[config.mk]
export PLATFORM = sky130hd
export DESIGN_NAME = moesi_line_ctrl
export DESIGN_NICKNAME = d
export VERILOG_FILES = /design/src/rtl/moesi_line_ctrl.sv
export SDC_FILE = /design/constraint.sdc
export NUM_CORES = 1
export LEC_CHECK = 0
export BUFFER_PORTS_ARGS = -buffer_cell sky130_fd_sc_hd__buf_2
export CAP_MARGIN = 20
export CORE_MARGIN = 2
export CORE_UTILIZATION = 25
export CTS_CLUSTER_DIAMETER = 80
export DETAILED_ROUTE_END_ITERATION = 12
export GPL_TIMING_DRIVEN = 1
export HOLD_SLACK_MARGIN = 0.12
export PLACE_DENSITY = 0.5
export SLEW_MARGIN = 20
export SYNTH_ARGS = -nofsm -noshare
export SYNTH_HDL_FRONTEND = slang
export SYNTH_SLANG_ARGS = --single-unit
[constraint.sdc]
create_clock -name clk -period 4.2 [get_ports clk]
set_input_delay 0.84 -clock clk [delete_from_list [all_inputs] [get_ports clk]]
set_output_delay 0.84 -clock clk [all_outputs]
set_load 0.01 [all_outputs]
[src/rtl/moesi_line_ctrl.sv]
module moesi_line_ctrl #(
  parameter int ADDR_W = 8,
  parameter int IDX_W  = 2,
  parameter int DATA_W = 16
) (
  input  logic              clk,
  input  logic              rst_n,
  input  logic              cpu_valid,
  input  logic              cpu_write,
  input  logic [ADDR_W-1:0] cpu_addr,
  input  logic [DATA_W-1:0] cpu_wdata,
  output logic              cpu_ready,
  output logic [DATA_W-1:0] cpu_rdata,
  output logic              bus_req,
  output logic [2:0]        bus_cmd,
  output logic [ADDR_W-1:0] bus_addr,
  output logic [DATA_W-1:0] bus_wdata,
  input  logic              bus_gnt,
  input  logic              bus_shared,
  input  logic [DATA_W-1:0] bus_rdata,
  input  logic              snp_valid,
  input  logic [1:0]        snp_cmd,
  input  logic [ADDR_W-1:0] snp_addr,
  input  logic [DATA_W-1:0] snp_wdata,
  output logic              snp_shared,
  output logic              snp_supply,
  output logic [DATA_W-1:0] snp_rdata
);
  localparam int DEPTH = 1 << IDX_W;
  localparam int TAG_W = ADDR_W - IDX_W;

  localparam logic [2:0] ST_I = 3'd0, ST_S = 3'd1, ST_E = 3'd2, ST_O = 3'd3, ST_M = 3'd4;
  localparam logic [2:0] BC_RD = 3'd0, BC_RFO = 3'd1, BC_INV = 3'd2, BC_WB = 3'd3, BC_UPD = 3'd4;
  localparam logic [1:0] SN_RD = 2'd0, SN_WR = 2'd1, SN_UPD = 2'd2;

  logic [2:0]        st_q  [DEPTH];
  logic [TAG_W-1:0]  tag_q [DEPTH];
  logic [DATA_W-1:0] dat_q [DEPTH];

  logic [IDX_W-1:0] l_idx, s_idx;
  logic [TAG_W-1:0] l_tag, s_tag;
  logic [2:0]       l_st, s_st;
  logic             l_hit, s_hit, l_dirty, l_silent, bus_fire;

  assign l_idx   = cpu_addr[IDX_W-1:0];
  assign l_tag   = cpu_addr[ADDR_W-1:IDX_W];
  assign l_st    = st_q[l_idx];
  assign l_hit   = (l_st != ST_I) && (tag_q[l_idx] == l_tag);
  assign l_dirty = (l_st == ST_M) || (l_st == ST_O);

  assign s_idx = snp_addr[IDX_W-1:0];
  assign s_tag = snp_addr[ADDR_W-1:IDX_W];
  assign s_st  = st_q[s_idx];
  assign s_hit = (s_st != ST_I) && (tag_q[s_idx] == s_tag);

  assign bus_fire  = bus_req && bus_gnt;
  assign l_silent  = cpu_valid && cpu_write && l_hit && (l_st == ST_M || l_st == ST_E);
  assign cpu_rdata = dat_q[l_idx];

  assign snp_shared = snp_valid && s_hit;
  assign snp_supply = snp_shared && (snp_cmd != SN_UPD) && (s_st == ST_M || s_st == ST_O);
  assign snp_rdata  = dat_q[s_idx];

  always_comb begin
    bus_req   = 1'b0;
    bus_cmd   = BC_RD;
    bus_addr  = cpu_addr;
    bus_wdata = cpu_wdata;
    cpu_ready = 1'b0;
    if (cpu_valid) begin
      if (!l_hit && l_dirty) begin
        bus_req   = 1'b1;
        bus_cmd   = BC_WB;
        bus_addr  = {tag_q[l_idx], l_idx};
        bus_wdata = dat_q[l_idx];
      end else if (!cpu_write) begin
        cpu_ready = l_hit;
        bus_req   = !l_hit;
      end else if (l_hit && (l_st == ST_M || l_st == ST_E)) begin
        cpu_ready = 1'b1;
      end else begin
        bus_req   = 1'b1;
        cpu_ready = bus_gnt;
        if (!l_hit)              bus_cmd = BC_RFO;
        else if (l_st == ST_O)   bus_cmd = BC_UPD;
        else                     bus_cmd = BC_INV;
      end
    end
  end

  always_ff @(posedge clk or negedge rst_n) begin
    if (!rst_n) begin
      for (int i = 0; i < DEPTH; i++) st_q[i] <= ST_I;
    end else begin
      if (bus_fire) begin
        case (bus_cmd)
          BC_WB:          st_q[l_idx] <= ST_I;
          BC_RD:          st_q[l_idx] <= bus_shared ? ST_S : ST_E;
          BC_RFO, BC_INV: st_q[l_idx] <= ST_M;
          default:        ;
        endcase
      end else if (l_silent) begin
        st_q[l_idx] <= ST_M;
      end
      if (snp_valid && s_hit) begin
        if (snp_cmd == SN_WR)                         st_q[s_idx] <= ST_I;
        else if (snp_cmd == SN_RD && s_st == ST_M)    st_q[s_idx] <= ST_O;
        else if (snp_cmd == SN_RD && s_st == ST_E)    st_q[s_idx] <= ST_S;
      end
    end
  end

  always_ff @(posedge clk) begin
    if (bus_fire) begin
      case (bus_cmd)
        BC_RD: begin
          tag_q[l_idx] <= l_tag;
          dat_q[l_idx] <= bus_rdata;
        end
        BC_RFO: begin
          tag_q[l_idx] <= l_tag;
          dat_q[l_idx] <= cpu_wdata;
        end
        BC_INV, BC_UPD: dat_q[l_idx] <= cpu_wdata;
        default: ;
      endcase
    end else if (l_silent) begin
      dat_q[l_idx] <= cpu_wdata;
    end
    if (snp_valid && s_hit && snp_cmd == SN_UPD && s_st == ST_S)
      dat_q[s_idx] <= snp_wdata;
  end
endmodule

==> impl_metrics.prom <==
# TYPE chip_impl_metric gauge
chip_impl_metric{name="cts_buffers",unit=""} 9
chip_impl_metric{name="port_buffers",unit=""} 135
chip_impl_metric{name="worst_ir_drop_vdd",unit="mV"} 0.189
chip_impl_metric{name="overflow",unit=""} 0
chip_impl_metric{name="synth_top_cell_area_share",unit="%"} 40.3
chip_impl_metric{name="yosys.cell_types.count",unit=""} 60
chip_impl_metric{name="area_of_the_multi_input_gates",unit="um2"} 3440
chip_impl_metric{name="dieArea",unit="um2"} 27600
chip_impl_info{name="rsz0062_at_grt",value="no"} 1
chip_impl_metric{name="internal_power",unit="mW"} 1.86
chip_impl_metric{name="maxCapViolCount",unit=""} 0
chip_impl_metric{name="wl_per_cell",unit="um"} 19.2
chip_impl_metric{name="initial_utilization",unit="%"} 25.3
chip_impl_info{name="path_delay_family",value="multiplexers"} 1
chip_impl_metric{name="detailedRoute.firstPassIterationCount",unit=""} 6
chip_impl_metric{name="postSynthAreaPerCell",unit="um2"} 12.3
chip_impl_metric{name="pwr-share-clk",unit="%"} 31.6
chip_impl_metric{name="number_of_vias_after_detailed_routing",unit=""} 5043
chip_impl_metric{name="die_w",unit="um"} 166
chip_impl_metric{name="insertedDiodeCount",unit=""} 0
chip_impl_info{name="cell_mode_on_critical_path",value="sky130_fd_sc_hd__buf_12"} 1
chip_impl_info{name="crit_slowest_cell",value="sky130_fd_sc_hd__mux4_1"} 1
chip_impl_metric{name="proportion_of_synthesized_flip_flops_having_asynchronous_set_or_reset",unit="%"} 12.0
chip_impl_metric{name="total_switching_power",unit="mW"} 0.777
chip_impl_info{name="ctsRootBufferMaster",value="sky130_fd_sc_hd__clkbuf_16"} 1
chip_impl_metric{name="p_leak",unit="nW"} 3.05
chip_impl_metric{name="hpwlAfterDp",unit="um"} 14400
chip_impl_info{name="synth_area_leader_cell",value="sky130_fd_sc_hd__edfxtp_1"} 1
chip_impl_metric{name="slew_viol_final",unit=""} 0
chip_impl_metric{name="final.fill_count",unit=""} 2585
chip_impl_metric{name="die_y",unit="um"} 166
chip_impl_metric{name="yosysWarnings",unit=""} 0
chip_impl_info{name="worstSetupStartpointType",value="input pin"} 1
chip_impl_metric{name="critPathMaxFanout",unit=""} 13
chip_impl_metric{name="synthCells",unit=""} 534
chip_impl_metric{name="fin_area",unit="um2"} 8230
chip_impl_metric{name="post_synth_instance_area",unit="um2"} 6560
chip_impl_metric{name="timing.critical_path.buf_inv",unit=""} 4
chip_impl_metric{name="ff2ff_setup_slack",unit="ns"} 0.95
chip_impl_info{name="critPathKind",value="in2out"} 1
chip_impl_metric{name="power_frac_seq",unit="%"} 43.5
chip_impl_metric{name="first_global_vias",unit=""} 5234
chip_impl_metric{name="timing.final.hold_violations",unit=""} 0
chip_impl_metric{name="fin_crit_sh",unit="%"} 96.1
chip_impl_metric{name="detailed_place.area",unit="um2"} 7900
chip_impl_metric{name="power.share.switching",unit="%"} 29.4
chip_impl_metric{name="combinational_power_share",unit="%"} 24.9
chip_impl_info{name="crit_path_end_kind",value="output port"} 1
chip_impl_info{name="tritoncts_clock_tree",value="yes"} 1
chip_impl_metric{name="std_cell_rows",unit=""} 59
chip_impl_metric{name="pin_count",unit=""} 136
chip_impl_metric{name="p_per_area",unit="nW/um2"} 321
chip_impl_metric{name="nNetsFinal",unit=""} 762
chip_impl_metric{name="worst_ep_required_time",unit="ns"} 3.36
chip_impl_metric{name="antenna_found_initial",unit=""} 2
chip_impl_metric{name="grt_max_degree",unit=""} 33
chip_impl_metric{name="grt_pass1_wl",unit="um"} 30600
chip_impl_info{name="timing.critical_path.cells",value="buf_4, mux4_1, xnor2_2, nand4_2, nor2_4, nand3b_1, buf_12, buf_12, mux2_2, buf_2"} 1
chip_impl_info{name="result_of_the_run",value="finished, final reports clean"} 1
chip_impl_metric{name="skew",unit="ns"} 0.0114
chip_impl_metric{name="route.detailed.vias_per_inst",unit=""} 4.90
chip_impl_metric{name="period_needed",unit="ns"} 4.04
chip_impl_info{name="hold_path_class",value="in2async"} 1
chip_impl_metric{name="drc_errors",unit=""} 0
chip_impl_metric{name="synth-seq-area-share",unit="%"} 44.8
chip_impl_metric{name="detail_route.iter0.violations",unit=""} 300
chip_impl_metric{name="place_congestion",unit=""} 0.857
chip_impl_metric{name="cts_num_sinks",unit=""} 100
chip_impl_metric{name="clock_network_latency_to_the_later_pin_of_the_worst_skew_pair",unit="ns"} 0.36
chip_impl_metric{name="ys_seq_elements",unit=""} 100
chip_impl_metric{name="htreeDepth",unit=""} 3
chip_impl_metric{name="clkSlewWorstSetupHoldPaths",unit="ns"} 0.07
chip_impl_info{name="post_synth_main_area_contributors",value="sky130_fd_sc_hd__edfxtp_1, sky130_fd_sc_hd__mux4_2, sky130_fd_sc_hd__a21oi_1, sky130_fd_sc_hd__dfrtp_1, sky130_fd_sc_hd__nor2_1"} 1
chip_impl_metric{name="arrival",unit="ns"} 3.20
chip_impl_metric{name="detail_route.wirelength",unit="um"} 19700
chip_impl_metric{name="clk_path_buf_depth",unit=""} 2
chip_impl_metric{name="setup-violations-final",unit=""} 0
chip_impl_metric{name="core_area",unit="um2"} 25900
chip_impl_metric{name="final_layout_size_suffix_gt1_share",unit="%"} 44.7
chip_impl_info{name="synth_flop_cell",value="sky130_fd_sc_hd__edfxtp_1"} 1
chip_impl_metric{name="layout-area-overhead-vs-synth",unit="%"} 25.4
chip_impl_metric{name="maxSlewHeadroom",unit="%"} 33.2
chip_impl_metric{name="antenna_left",unit=""} 0
chip_impl_metric{name="reg_area",unit="um2"} 2940
chip_impl_metric{name="groute.usage.overall",unit="%"} 14.5
chip_impl_metric{name="mappedNetlistNets",unit=""} 607
chip_impl_metric{name="power_consumption",unit="mW"} 2.64
chip_impl_metric{name="worst_path_largest_cell_delay",unit="ns"} 0.65
chip_impl_metric{name="transition_time_at_the_pin_with_the_least_slew_margin",unit="ns"} 1.00
chip_impl_metric{name="synth-edff-count",unit=""} 88
chip_impl_metric{name="maximum_frequency_from_static_timing_analysis",unit="MHz"} 248
## layout by cell type (no fill, tap or decap), types with 6 or more instances in the layout
cell type,count
sky130_fd_sc_hd__mux4_2,47
sky130_fd_sc_hd__a32oi_1,6
sky130_fd_sc_hd__inv_1,6
sky130_fd_sc_hd__mux2_2,23
sky130_fd_sc_hd__edfxtp_1,88
sky130_fd_sc_hd__dfrtp_1,12
sky130_fd_sc_hd__buf_2,134
sky130_fd_sc_hd__o21ai_0,16
sky130_fd_sc_hd__nand3_1,9
sky130_fd_sc_hd__nor2_1,79
sky130_fd_sc_hd__clkbuf_16,9
sky130_fd_sc_hd__buf_12,6
sky130_fd_sc_hd__nand2_1,16
sky130_fd_sc_hd__buf_4,42
sky130_fd_sc_hd__mux2i_4,10
sky130_fd_sc_hd__a21oi_1,65
sky130_fd_sc_hd__nand2b_1,9
sky130_fd_sc_hd__a21oi_2,8
sky130_fd_sc_hd__mux2i_1,7
sky130_fd_sc_hd__xnor2_1,8
sky130_fd_sc_hd__nor2b_1,6
## layer usage
layer,global-route usage [%],part of all wire [%],vias up
li1,-,-,2403
met1,19.3,45,2431
met2,24.2,48,181
met3,3.00,5.6,24
met4,3.25,1.4,4
met5,0,0.11,-
## per-stage QoR
stage | worst slack [ns] | hold slack [ns] | setup TNS (ns) | utilization (%) | cells
3_5_place_dp | -0.0480 | 0.586 | -0.981 | 30.5 | 1012
3_3_place_gp | -0.00139 | 0.597 | -0.00361 | 30.5 | 1012
5_1_grt | 0.0309 | 0.382 | 0 | 31.7 | 1029
4_1_cts | 0.0232 | 0.369 | 0 | 31.7 | 1029
6_report | 0.163 | 0.373 | 0 | 31.7 | 1029
2_1_floorplan | 0.00385 | 0.526 | 0 | - | 534
## sequential cells by signal, indices dropped and copies added (netlist names)
signal  flops
tag_q      24
st_q       12
dat_q      64
## cell type report
type	instances	share of cell area, %
Clock buffer	9	2.74
Clock inverter	7	0.837
Tap cell	335	5.10
Inverter	6	0.274
Multi-Input combinational cell	390	41.8
Sequential cell	100	35.8
Timing Repair Buffer	182	13.4
## synthesized netlist by cell type (all sizes together) (2+ instances only)
cell,number
a21oi,73
mux2i,17
or4,3
and4,2
clkbuf,23
o21ai,19
nor4,4
nand2,16
or3,3
a32oi,6
o21ba,3
a221oi,3
and3b,2
nand3b,3
a21boi,2
inv,6
or2,5
dfrtp,12
nand4,6
nor2b,6
mux2,23
and3,4
nand3,10
nor2,80
nor3,5
mux4,50
a211oi,3
edfxtp,88
xnor2,13
nor3b,2
buf,15
and2,2
a31oi,3
a311oi,2
nand2b,9
## kinds of logic (layout without fill, tap and decap cells)
logic type	after synthesis	in the layout	synth area share [%]
DFF	100	100	44.8
AOI/OAI and AO/OA	125	125	11.7
and+or+nand+nor	162	162	12.2
buffers and inverters	44	204	3.34
muxes	90	90	25.8
xor gates and xnor gates	13	13	2.08
## power groups by stage
stage          registers, mW  clock network [mW]  logic [mW]
2_1_floorplan           1.16                   0       0.392
3_3_place_gp            1.17                   0       0.653
3_5_place_dp            1.17                   0       0.652
4_1_cts                 1.15               0.860       0.662
5_1_grt                 1.15               0.890       0.721
6_report                1.15               0.833       0.658
## worst paths after layout
path / end / from / cells past startpoint
worst min register to register: st_q[9] / st_q[9] / 2
max in group asynchronous: st_q[8] / rst_n / 1
worst max-delay path: bus_wdata[0] / cpu_addr[0] / 10
worst min-delay path: st_q[11] / rst_n / 1
min in group clk: st_q[9] / st_q[9] / 2
worst max register to register: dat_q[0][6] / tag_q[1][1] / 8
## what timing repair did
| action | CTS | global route |
|---|---|---|
| buffers inserted | 1 | 0 |
| endpoints found under the setup margin | 22 | 22 |
| resized for setup | 0 | 4 |
| hold buffers | 0 | 0 |
| hold endpoints to repair | 0 | 0 |
| cloned | 0 | 0 |
(Power assumes the default switching activity.)
